## src/rtl/pdc_pkg.sv

```systemverilog
package pdc_pkg;
  localparam int NUM_DOM   = 4;
  localparam int NUM_GRP   = 2;
  localparam int CNT_W     = 16;
  localparam int DATA_W    = 32;
  localparam int ADDR_W    = 8;
  localparam int ACK_SHIFT = 16;
  localparam logic [CNT_W-1:0] CNT_RST = CNT_W'(24);

  localparam logic [ADDR_W-1:0] A_PWR  = 8'h08;
  localparam logic [ADDR_W-1:0] A_STAT = 8'h0C;
  localparam logic [ADDR_W-1:0] A_IREQ = 8'h10;
  localparam logic [ADDR_W-1:0] A_IDLE = 8'h14;
  localparam logic [ADDR_W-1:0] A_CDN  = 8'h34;
  localparam logic [ADDR_W-1:0] A_CUP  = 8'h38;
  localparam logic [ADDR_W-1:0] A_GDN  = 8'h3C;
  localparam logic [ADDR_W-1:0] A_GUP  = 8'h40;

  typedef struct packed {
    logic [CNT_W-1:0] dn;
    logic [CNT_W-1:0] up;
  } cnt_pair_t;

  function automatic int pwr_pos(input int d);
    case (d)
      0: return 7;
      1: return 14;
      2: return 8;
      default: return 9;
    endcase
  endfunction

  function automatic int stat_pos(input int d);
    case (d)
      0: return 7;
      1: return 10;
      2: return 8;
      default: return 9;
    endcase
  endfunction

  function automatic int req_pos(input int d);
    case (d)
      0: return 4;
      1: return 9;
      2: return 3;
      default: return 2;
    endcase
  endfunction

  // domain 3 has its own counter pair, the rest share the core pair
  function automatic int grp_of(input int d);
    return (d == 3) ? 1 : 0;
  endfunction
endpackage

```

## src/rtl/pdc_pwr_fsm.sv

```systemverilog
module pdc_pwr_fsm #(
  parameter int CNT_W = 16
) (
  input  logic             clk_i,
  input  logic             rst_ni,
  input  logic             off_req_i,
  input  logic [CNT_W-1:0] cnt_dn_i,
  input  logic [CNT_W-1:0] cnt_up_i,
  output logic             off_o,
  output logic             busy_o
);
  logic             off_q, busy_q, tgt_q;
  logic [CNT_W-1:0] cnt_q;

  always_ff @(posedge clk_i or negedge rst_ni) begin
    if (!rst_ni) begin
      off_q  <= 1'b0;
      busy_q <= 1'b0;
      tgt_q  <= 1'b0;
      cnt_q  <= '0;
    end else if (!busy_q) begin
      if (off_req_i != off_q) begin
        busy_q <= 1'b1;
        tgt_q  <= off_req_i;
        cnt_q  <= off_req_i ? cnt_dn_i : cnt_up_i;
      end
    end else if (cnt_q <= CNT_W'(1)) begin
      off_q  <= tgt_q;
      busy_q <= 1'b0;
    end else begin
      cnt_q <= cnt_q - CNT_W'(1);
    end
  end

  assign off_o  = off_q;
  assign busy_o = busy_q;
endmodule

```

## src/rtl/pdc_idle_hs.sv

```systemverilog
module pdc_idle_hs (
  input  logic clk_i,
  input  logic rst_ni,
  input  logic req_i,
  input  logic ready_i,
  output logic ack_o,
  output logic idle_o
);
  logic ack_q, idle_q;

  always_ff @(posedge clk_i or negedge rst_ni) begin
    if (!rst_ni) begin
      ack_q  <= 1'b0;
      idle_q <= 1'b0;
    end else begin
      ack_q  <= req_i & (ack_q | ready_i);
      idle_q <= ack_q;
    end
  end

  assign ack_o  = ack_q;
  assign idle_o = idle_q;
endmodule

```

## src/rtl/pwr_dom_ctrl.sv

```systemverilog
module pwr_dom_ctrl
  import pdc_pkg::*;
(
  input  logic              clk_i,
  input  logic              rst_ni,
  input  logic              wr_en_i,
  input  logic [ADDR_W-1:0] addr_i,
  input  logic [DATA_W-1:0] wdata_i,
  output logic [DATA_W-1:0] rdata_o,
  input  logic [NUM_DOM-1:0] idle_ready_i
);
  logic [NUM_DOM-1:0] pwr_req_q, ireq_q;
  logic [NUM_DOM-1:0] stat_off, busy, ack, idle;
  cnt_pair_t          cnt_q [NUM_GRP];
  logic [DATA_W-1:0]  w_pwr, w_stat, w_ireq, w_idle;
  logic               unused_wdata;

  assign unused_wdata = ^wdata_i;

  always_ff @(posedge clk_i or negedge rst_ni) begin
    if (!rst_ni) begin
      pwr_req_q <= '0;
      ireq_q    <= '0;
      for (int g = 0; g < NUM_GRP; g++) begin
        cnt_q[g].dn <= CNT_RST;
        cnt_q[g].up <= CNT_RST;
      end
    end else if (wr_en_i) begin
      case (addr_i)
        A_PWR:  for (int d = 0; d < NUM_DOM; d++) pwr_req_q[d] <= wdata_i[pwr_pos(d)];
        A_IREQ: for (int d = 0; d < NUM_DOM; d++) ireq_q[d] <= wdata_i[req_pos(d)];
        A_CDN:  cnt_q[0].dn <= wdata_i[CNT_W-1:0];
        A_CUP:  cnt_q[0].up <= wdata_i[CNT_W-1:0];
        A_GDN:  cnt_q[1].dn <= wdata_i[CNT_W-1:0];
        A_GUP:  cnt_q[1].up <= wdata_i[CNT_W-1:0];
        default: ;
      endcase
    end
  end

  for (genvar d = 0; d < NUM_DOM; d++) begin : g_dom
    localparam int G = grp_of(d);

    pdc_pwr_fsm #(.CNT_W(CNT_W)) u_fsm (
      .clk_i     (clk_i),
      .rst_ni    (rst_ni),
      .off_req_i (pwr_req_q[d]),
      .cnt_dn_i  (cnt_q[G].dn),
      .cnt_up_i  (cnt_q[G].up),
      .off_o     (stat_off[d]),
      .busy_o    (busy[d])
    );

    pdc_idle_hs u_hs (
      .clk_i   (clk_i),
      .rst_ni  (rst_ni),
      .req_i   (ireq_q[d]),
      .ready_i (idle_ready_i[d]),
      .ack_o   (ack[d]),
      .idle_o  (idle[d])
    );
  end

  always_comb begin
    w_pwr  = '0;
    w_stat = '0;
    w_ireq = '0;
    w_idle = '0;
    for (int d = 0; d < NUM_DOM; d++) begin
      w_pwr[pwr_pos(d)]            = pwr_req_q[d];
      w_stat[stat_pos(d)]          = stat_off[d];
      w_ireq[req_pos(d)]           = ireq_q[d];
      w_idle[req_pos(d)]           = idle[d];
      w_idle[req_pos(d)+ACK_SHIFT] = ack[d];
    end
  end

  always_comb begin
    rdata_o = '0;
    case (addr_i)
      A_PWR:  rdata_o = w_pwr;
      A_STAT: rdata_o = w_stat;
      A_IREQ: rdata_o = w_ireq;
      A_IDLE: rdata_o = w_idle;
      A_CDN:  rdata_o[CNT_W-1:0] = cnt_q[0].dn;
      A_CUP:  rdata_o[CNT_W-1:0] = cnt_q[0].up;
      A_GDN:  rdata_o[CNT_W-1:0] = cnt_q[1].dn;
      A_GUP:  rdata_o[CNT_W-1:0] = cnt_q[1].up;
      default: ;
    endcase
  end
endmodule

```

## config.mk

```make
export PLATFORM = sky130hd
export DESIGN_NAME = pwr_dom_ctrl
export DESIGN_NICKNAME = d
export VERILOG_FILES = /design/src/rtl/pdc_pkg.sv /design/src/rtl/pdc_pwr_fsm.sv /design/src/rtl/pdc_idle_hs.sv /design/src/rtl/pwr_dom_ctrl.sv
export SDC_FILE = /design/constraint.sdc
export NUM_CORES = 1
export LEC_CHECK = 0
export BUFFER_PORTS_ARGS = -buffer_cell sky130_fd_sc_hd__buf_2
export CAP_MARGIN = 20
export CORE_ASPECT_RATIO = 0.7
export CORE_UTILIZATION = 35
export DETAILED_ROUTE_END_ITERATION = 10
export SYNTH_ARGS = -nofsm -noshare
export SYNTH_HDL_FRONTEND = slang
export SYNTH_HIERARCHICAL = 1
export SYNTH_SLANG_ARGS = --single-unit
```

## constraint.sdc

```tcl
create_clock -name clk_i -period 2.1 [get_ports clk_i]
set_input_delay 0 -clock clk_i [delete_from_list [all_inputs] [get_ports clk_i]]
set_output_delay 0 -clock clk_i [all_outputs]
set_load 0.03 [all_outputs]
```

==> results of run 1 <==
layer usage:
layer  vias to the layer above  track usage  share of wire
li1                       3786            -              -
met1                      4018       0.3215           0.51
met2                       269       0.2807           0.41
met3                        42      0.04647          0.065
met4                         0      0.06910          0.023
met5                         -            0              0
registers in the layout (all words and copies together) (netlist names):
name / count
g_dom.u_fsm/cnt_q: 64
cnt_q: 64
ireq_q: 4
pwr_req_q: 4
g_dom.u_hs/ack_o: 4
g_dom.u_fsm/tgt_q: 4
g_dom.u_fsm/off_o: 4
g_dom.u_hs/idle_o: 4
g_dom.u_fsm/busy_o: 4
cells by family after synthesis:
family / count (synthesis)
buffers and inverters: 87
other: 1
DFF: 156
and+or+nand+nor: 323
muxes: 120
xor gates and xnor gates: 32
AOI/OAI and AO/OA: 244
adders and majority gates: 8
layout make-up:
type                            instances  area (um2)
Fill cell                            2601       15370
Multi-Input combinational cell        739        5340
Sequential cell                       156        3914
Timing Repair Buffer                  149        1112
Tap cell                              364       455.4
Clock buffer                           21       440.4
Clock inverter                         11       135.1
Inverter                               19       71.32
cells in the final DEF, fill, tap and decap left out, drive strengths merged, types with 4 or more instances in the layout:
master,netlist,layout
or4,4,4
dlygate4sd3,0,22
o21ai,45,45
a22oi,7,7
nand4b,4,4
nand4,14,14
a31oi,11,11
o21a,8,8
a2111oi,4,4
clkbuf,22,21
nor2b,33,33
or3,7,7
xnor2,13,13
mux2i,43,43
ha,8,8
conb,1,12
nand2,52,52
dfrtp,148,148
nand2b,21,21
nor2,116,116
o22ai,20,20
a21boi,4,4
a222oi,11,11
and3,5,5
o31ai,12,12
a22o,9,9
a21oi,48,48
xor2,19,19
buf,46,127
dfstp,8,8
mux2,77,77
inv,19,23
nor3,20,20
a211oi,52,52
nor4,19,19
nand3,18,18
path summary, 6_finish.rpt:
| check | end | slack (ns) | depth (start not counted) |
|---|---|---|---|
| min reg2reg | g_dom[2].u_hs/idle_o | 0.41 | 0 |
| max reg2reg | g_dom[2].u_fsm/cnt_q[1] | 0.08 | 6 |
| max | g_dom[2].u_fsm/cnt_q[1] | 0.08 | 6 |
| max in group asynchronous | cnt_q[51] | 1.34 | 3 |
| min | g_dom[0].u_fsm/cnt_q[8] | 0.08 | 2 |
| min in group clk_i | cnt_q[49] | 0.15 | 4 |
worst max-delay path: cells and delay by family (launching register included):
family,cells,cell delay [ns]
AND/OR/NAND/NOR,4,1.03
buffers and inverters,1,0.18
flip-flops,1,0.42
AO/OA/AOI/OAI,1,0.29
power by group through the flow:
| stage | sequential, mW | combinational (mW) | clock, mW |
|---|---|---|---|
| 4_1_cts | 4.60 | 4.30 | 3.18 |
| 3_3_place_gp | 4.62 | 4.15 | 0 |
| 6_report | 4.64 | 4.36 | 3.12 |
| 3_5_place_dp | 4.63 | 4.24 | 0 |
| 5_1_grt | 4.75 | 4.84 | 3.30 |
| 2_1_floorplan | 4.42 | 3.11 | 0 |
through the flow:
| step | setup TNS [ns] | area [um2] | std cells | hold slack (ns) | util |
|---|---|---|---|---|---|
| 2_1_floorplan | 0 | 9641 | 982 | -0.2956 | - |
| 6_report | 0 | 11470 | 1459 | 0.08095 | 0.4273 |
| 3_3_place_gp | 0 | 10600 | 1400 | -0.004278 | 0.3948 |
| 5_1_grt | -0.02572 | 11470 | 1459 | 0.1177 | 0.4273 |
| 3_5_place_dp | 0 | 10600 | 1400 | -0.009383 | 0.3948 |
| 4_1_cts | 0 | 11390 | 1454 | 0.08993 | 0.4245 |
repair_timing:
action,CTS,global route
gates resized for setup,0,8
hold buffers,22,0
endpoints found under the setup margin,0,24
endpoints found under the hold margin,224,0
buffers inserted,0,5
==> metrics.txt, run 1 <==
# rows=50; vias in the first global route=around 7600; most frequent cells after synthesis=148 x dfrtp_1, 113 x nor2_1, 67 x mux2_2, 49 x a211oi_1; largest net degree at the start of global routing=51; P_sw=4.622 mW; Post-Synth XOR/XNOR Area=0.02920; Vias=8115; Req. time, crit path=~2.5 ns; Initial DRT Pass Iterations=5; TritonCTS clock tree=built; internal power=7.501 mW; async set-reset flop share out of synthesis=1.000; Pwr Total=between 10 and 15 mW; DR vias/cell=5.562; combinational power share=0.360; Critical Path Max Stage Delay=roughly 0.42 ns; CP endpoint kind=flip-flop; Max IR drop VDD=0.6111 mV; Slew HR=0.5948; yosys warns=6; sequential area share after synthesis=0.4077; core footprint=26840 um2; worst-skew pair later-pin latency=0.45 ns; total global routing overflow=0; nets=1137; Die Width=199.9 um; drt wl/cell=about 19 um; r2r startpoint=g_dom[2].u_fsm/cnt_q[8]; # port buffers=50; CP arrival=2.38 ns; Worst path slowest cell=dfrtp_1; worst-margin pin slew=roughly 0.60 ns; 1st-iter DRT viols=about 620; worst setup path class=flip-flop to flip-flop; max-slew violations=0; Synth Area in Compound Gates=0.1777; CP Launch Point=g_dom[2].u_fsm/cnt_q[8]; Layout area overhead=19.47%; top-count cell post-synth=dfrtp_1; sw frac=0.3812; Yosys top cell area share=0.3858; Initial Util=0.3577; min Tclk post-route=between 2 and 2.5 ns; RePlAce Congestion=0.8894; Worst setup SP type=flip-flop; all-layer global routing usage=0.2085; maxcap violations=0; Synth area leaders=dfrtp_1 39%, mux2_2 7.9%, mux2i_1 4.5%; root buffer cell=clkbuf_16; synthesized area=9599 um2; initial antenna violation count=0; total power density per cell area=1057 nW/um2; type of the worst min-delay path=input port to asynchronous set/reset pin; dpl ws=0.03406 ns; routed wire length=28.33 mm; Crit Path Max Fanout=5; antenna diode count=0; Yosys cell types=between 60 and 70; Die H=between 100 and 150 um; IO Count=79; Sink Count=156; largest family of logic cells by synthesized area=simple AND/OR/NAND/NOR gates; Critical Path, Cell by Cell=nor4_4 > nand2_2 > nor4_4 > buf_4 > nor2_2 > a2111oi_4; fmax=approximately 490 MHz; fraction of the mapped netlist area in simple logic gates=0.1913; CTS max path bufs=2; cell taking the most area after synthesis=dfrtp_1; final hold violation count=0; Die ar.=~28000 um2; Clock power frac=0.257; Post-Synth Adder-Cell Area=0.01043; Routed Antenna Nets=0; post-synthesis mux area share=0.1391; fraction of layout cells with a size suffix above 1=0.2548; clk_skew=0.009659 ns; endpoints failing setup=0; Synth Area per Inst=9.886 um2; Leak Pwr=between 4 and 5 nW; CTS Buf Count=17; crit share post-route=0.9636; Clock transition at path regs=0.06 ns; htree depth=4; Post-synth top flop=dfrtp_1; status=finished, final reports clean; DR DRC count=0; setup ws final=0.07634 ns; sequential power share=0.383; most frequent CP cell=nor4_4; detailed placement HPWL=20.26 mm; cells after synthesis=971; Post-synth EDFFs=0; flops & latches, synth=about 160; global-route wire length before repair=44.13 mm
No activity file was read; power rests on OpenSTA's default activity.
==> run 2, diff against run 1 <==
- REMOVE_ABC_BUFFERS: default -> 1
==> metrics.txt, run 2 (synthesized netlist as in run 1, its figures left out) <==
status=finished, final reports clean (unchanged); Max IR drop VDD=0.7036 mV (was 0.6111 mV); placed inst area=10630 um2 (was 10600 um2); setup bufs post-CTS=0 (unchanged); drt wl/cell=19.46 um (was 19.41 um); CP endpoint kind=flip-flop (unchanged); Vias=8065 (was 8115); RePlAce Congestion=0.8955 (was 0.8894); CTS Buf Count=17 (unchanged); CP arrival=2.36 ns (was 2.38 ns); Leak Pwr=4.848 nW (was 4.839 nW); # rows=50 (unchanged); # port buffers=50 (unchanged); initial antenna violation count=0 (unchanged); commonest non-fill, non-tap cell in the layout=dfrtp_1 (unchanged); met2 routed wirelength=11.56 mm (was 11.48 mm); Routed Antenna Nets=0 (unchanged); all-layer global routing usage=0.2110 (was 0.2085); Crit Path Max Fanout=4 (was 5); DR vias/cell=5.539 (was 5.562); Initial Util=0.3577 (unchanged); fmax=499.2 MHz (was 494.2 MHz); worst setup path class=flip-flop to flip-flop (unchanged); Finished Layout Cells=1456 (was 1459); Die H=140.6 um (unchanged); worst-margin pin slew=0.7423 ns (was 0.6042 ns); Die Width=199.9 um (unchanged); routed wire length=28.33 mm (about the same); Worst path slowest cell=nor4_4 (was dfrtp_1); root buffer cell=clkbuf_16 (unchanged); clk_skew=0.01072 ns (was 0.009659 ns); final std cell area, no fill=11490 um2 (was 11470 um2); Top Registers=cnt_q (64), g_dom.u_fsm/cnt_q (64) (unchanged); DR DRC count=0 (unchanged); Final Util=0.4283 (was 0.4273); nets=1134 (was 1137); core footprint=26840 um2 (unchanged); 1st-iter DRT viols=711 (was 618); crit share post-route=0.9539 (was 0.9636); Critical Path, Cell by Cell=nor4_4 > buf_4 > nand2_1 > nand4b_1 > or3_1 > a31oi_1 (was nor4_4 > nand2_2 > nor4_4 > buf_4 > nor2_2 > a2111oi_4); multi-input logic area=5331 um2 (was 5340 um2); IO Count=79 (unchanged); uppermost layer routed=met4 (unchanged); antenna diode count=0 (unchanged); max-slew violations=0 (unchanged); Slew HR=0.5051 (was 0.5948); total global routing overflow=0 (unchanged); fraction of layout cells with a size suffix above 1=0.2573 (was 0.2548); Die ar.=28100 um2 (unchanged); worst-skew pair later-pin latency=0.44 ns (was 0.45 ns); RSZ-0062 raised after global routing=yes; Inst Count DP=1403 (was 1400); global-route wire length before repair=44.82 mm (was 44.13 mm); CTS max path bufs=2 (unchanged); maxcap violations=0 (unchanged); vias in the first global route=7633 (was 7639); endpoints failing setup=0 (unchanged); Clock transition at path regs=0.07 ns (was 0.06 ns); total power density per cell area=1069 nW/um2 (was 1057 nW/um2); DR WL met3=1.818 mm (was 1.832 mm); Initial DRT Pass Iterations=6 (was 5); fill count=2556 (was 2601); final hold violation count=0 (unchanged); htree depth=4 (unchanged); detailed placement HPWL=20.35 mm (was 20.26 mm); min Tclk post-route=2.003 ns (was 2.024 ns); TritonCTS clock tree=built (unchanged); Sink Count=156 (unchanged); commonest non-fill, non-tap cells in the layout=147 x dfrtp_1, 113 x nor2_1, 70 x buf_4 (was 148 x dfrtp_1, 113 x nor2_1, 71 x buf_4); Layout area overhead=19.75% (was 19.47%); largest net degree at the start of global routing=73 (was 51); Worst setup SP type=flip-flop (unchanged); type of the worst min-delay path=input port to flip-flop (was input port to asynchronous set/reset pin); register area=3915 um2 (was 3914 um2); Req. time, crit path=2.46 ns (was 2.45 ns); Critical Path Max Stage Delay=0.45 ns (was 0.42 ns); met1 WL=14.45 mm (was 14.37 mm)
==> run 2: area by class of cell <==
class / instances / share of cell area
Clock buffer: 19 / 0.03940
Tap cell: 364 / 0.03962
Clock inverter: 13 / 0.01535
Timing Repair Buffer: 146 / 0.09503
Inverter: 19 / 0.006204
Multi-Input combinational cell: 739 / 0.4638
Sequential cell: 156 / 0.3406
==> run 2: routing by layer <==
metal  vias up  track usage
li1       3796            -
met1      3962       0.3306
met2       273       0.2813
met3        34      0.04671
met4         0      0.06268
met5         -            0
==> run 2: report_power, final <==
| group | internal [mW] | switching, mW |
|---|---|---|
| registers | 3.71 | 0.904 |
| logic | 2.00 | 2.34 |
| clock network | 1.96 | 1.38 |
| total | 7.67 | 4.62 |
==> run 2: path summary, 6_finish.rpt <==
check | slack, ns | cells after the start | to | start
setup / recovery | 0.1 | 6 | g_dom[2].u_fsm/cnt_q[10] | g_dom[2].u_fsm/cnt_q[4]
hold / removal | 0.1 | 3 | cnt_q[52] | wr_en_i
setup reg to reg | 0.1 | 6 | g_dom[2].u_fsm/cnt_q[10] | g_dom[2].u_fsm/cnt_q[4]
hold reg to reg | 0.41 | 0 | g_dom[1].u_hs/idle_o | g_dom[1].u_hs/ack_o
max in group asynchronous | 1.23 | 3 | cnt_q[20] | rst_ni
min in group asynchronous | 0.13 | 2 | g_dom[1].u_fsm/tgt_q | rst_ni
==> run 2: critical path: cells and delay by family (launching register included) <==
| kind | cells | cell delay [ns] |
|---|---|---|
| compound gates | 1 | 0.15 |
| buf+inv | 1 | 0.20 |
| flops | 1 | 0.43 |
| simple gates | 4 | 1.15 |
==> run 2: through the flow <==
step	setup TNS, ns	total power, mW	hold slack [ns]	setup slack [ns]
final	0	12.29	0.09820	0.09682
after floorplan	-16.58	7.408	-0.2956	-0.4459
after global routing	-0.05791	13.09	0.09743	-0.02538
after detailed placement	0	8.861	0.07805	0.1159
after CTS	0	12.28	0.07308	0.05515
after global placement	0	8.783	0.07295	0.1598
==> run 2: timing repair <==
action / CTS / global route
resized for setup: 0 / 4
endpoints found under the setup margin: 0 / 9
hold buffers: 21 / 0
endpoints found under the hold margin: 140 / 0
==> run 3, diff against run 2 <==
- clock period: 2.1 -> 2.25 ns (I/O delays scaled with it)
==> metrics.txt, run 3 (synthesized netlist as in run 1, its figures left out) <==
max-slew violations=0 (unchanged); Inst Count DP=1384 (was 1403); worst setup path class=flip-flop to output port (was flip-flop to flip-flop); DR DRC count=0 (unchanged); Critical Path, Cell by Cell=mux2_2 > a22oi_1 > nor4_1 > a221o_1 > buf_2 (was nor4_4 > buf_4 > nand2_1 > nand4b_1 > or3_1 > a31oi_1); Worst setup SP type=flip-flop (unchanged); # port buffers=50 (unchanged); crit share post-route=0.9748; clk_skew=0.009647 ns (was 0.01072 ns); vias in the first global route=7657 (was 7633); Worst Path Buf+Inv=1 (unchanged); setup ws final=0.05671 ns (was 0.09682 ns); RSZ-0062 raised after global routing=no (was yes); status=finished, final reports clean (unchanged); root buffer cell=clkbuf_16 (unchanged); Crit Path Max Fanout=5 (was 4); Max IR drop VDD=0.4979 mV (was 0.7036 mV); commonest non-fill, non-tap cells in the layout=148 x dfrtp_1, 113 x nor2_1, 67 x mux2_2 (was 147 x dfrtp_1, 113 x nor2_1, 70 x buf_4); htree depth=4 (unchanged); Slew HR=0.4722 (was 0.5051); IO Count=79 (unchanged); Top Registers=cnt_q (64), g_dom.u_fsm/cnt_q (64) (unchanged); total global routing overflow=0 (unchanged); Worst path slowest cell=dfrtp_1 (was nor4_4); Finished Layout Cells=1438 (was 1456); 1st-iter DRT viols=608 (was 711); detailed placement HPWL=19.65 mm (was 20.35 mm); Vias=7965 (was 8065); Req. time, crit path=2.25 ns (was 2.46 ns); Die Width=199.9 um (unchanged); Sink Count=156 (unchanged); commonest non-fill, non-tap cell in the layout=dfrtp_1 (unchanged); # rows=50 (unchanged); final hold violation count=0 (unchanged); core footprint=26840 um2 (unchanged); endpoints failing setup=0 (unchanged); Die H=140.6 um (unchanged); CP endpoint kind=output port (was flip-flop); fmax=between 400 and 500 MHz; nets=1115 (was 1134); CP arrival=2.19 ns (was 2.36 ns); global-route wire length before repair=43.41 mm (was 44.82 mm); fraction of layout cells with a size suffix above 1=0.2404 (was 0.2573); all-layer global routing usage=0.2028 (was 0.2110); CTS Buf Count=17 (unchanged); CTS max path bufs=2 (unchanged); worst-margin pin slew=0.7897 ns (was 0.7423 ns); Leak Pwr=4.731 nW (was 4.848 nW); initial antenna violation count=0 (unchanged); TritonCTS clock tree=built (unchanged); Initial DRT Pass Iterations=5 (was 6); Layout area overhead=17.41% (was 19.75%); largest net degree at the start of global routing=58 (was 73); Initial Util=0.3577 (unchanged); total power density per cell area=983.8 nW/um2 (was 1069 nW/um2); setup bufs post-CTS=0 (unchanged); Routed Antenna Nets=0 (unchanged); dpl ws=0.2070 ns (was 0.1159 ns); routed wire length=27.24 mm (was 28.33 mm); type of the worst min-delay path=input port to flip-flop (unchanged); Die ar.=28100 um2 (unchanged); worst-skew pair later-pin latency=0.45 ns (was 0.44 ns); Clock transition at path regs=0.06 ns (was 0.07 ns); cell class contributing the biggest share of worst-path delay=flip-flops (was simple AND/OR/NAND/NOR gates); multi-input logic area=5309 um2 (was 5331 um2); maxcap violations=0 (unchanged); min Tclk post-route=approximately 2.2 ns; RePlAce Congestion=0.8757 (was 0.8955); DR vias/cell=5.539 (about the same); fill count=2616 (was 2556); register area=3914 um2 (was 3915 um2); Critical Path Max Stage Delay=0.51 ns (was 0.45 ns); drt wl/cell=18.94 um (was 19.46 um)
==> run 3: cell type report <==
class                      count  share of cell area
tap                          364             0.04041
inverter                      19            0.006328
multi-input combinational    739              0.4710
timing repair buffer         127             0.08204
sequential                   156              0.3472
antenna                        1           0.0002220
clock buffer                  21             0.04085
clock inverter                11             0.01188
==> run 3: worst paths after layout <==
| check | start | slack (ns) | end | depth (start not counted) |
|---|---|---|---|---|
| worst max-delay path | cnt_q[42] | 0.06 | rdata_o[10] | 5 |
| worst min register to register | g_dom[1].u_hs/ack_o | 0.40 | g_dom[1].u_hs/idle_o | 0 |
| worst max register to register | g_dom[3].u_fsm/cnt_q[8] | 0.17 | g_dom[3].u_fsm/cnt_q[8] | 5 |
| min in group asynchronous | rst_ni | 0.07 | g_dom[1].u_fsm/cnt_q[11] | 2 |
| max in group asynchronous | rst_ni | 1.46 | cnt_q[35] | 3 |
| worst min-delay path | wr_en_i | 0.05 | cnt_q[52] | 3 |
==> run 3: routing by layer <==
metal | track usage | vias to the layer above | wire length (um)
met3 | 0.04286 | 27 | 1556
met4 | 0.06428 | 0 | 449
met2 | 0.2814 | 207 | 11240
li1 | - | 3763 | -
met5 | 0 | - | 0
met1 | 0.3081 | 3968 | 13990
==> run 3: worst min-delay path: cells and delay by family <==
kind                   cells  cell delay, ns
muxes                      1            0.16
and+or+nand+nor            1            0.14
buffers and inverters      1            0.16
==> run 3: through the flow <==
stage	hold WS, ns	instance area, um2	TNS (ns)	total power, mW	utilization
finish	0.05316	11270	0	11.09	0.4200
global route	0.06020	11270	0	11.86	0.4199
CTS	0.03648	11270	0	11.14	0.4199
detailed placement	-0.01994	10460	0	8.109	0.3899
global placement	-0.01785	10460	0	8.039	0.3899
floorplan	-0.2956	9288	-8.582	6.914	-
==> run 3: what timing repair did <==
| action | CTS | global route |
|---|---|---|
| resized for setup | 0 | 0 |
| hold buffers | 21 | 0 |
| endpoints found under the hold margin | 224 | 0 |
| setup endpoints to repair | 0 | 0 |
==> run 3: report_power, final <==
part | total (mW) | internal, mW | switching [mW]
logic | 3.79 | 1.75 | 2.03
registers | 4.36 | 3.46 | 0.895
clock network | 2.95 | 1.71 | 1.24
total | 11.1 | 6.92 | 4.17
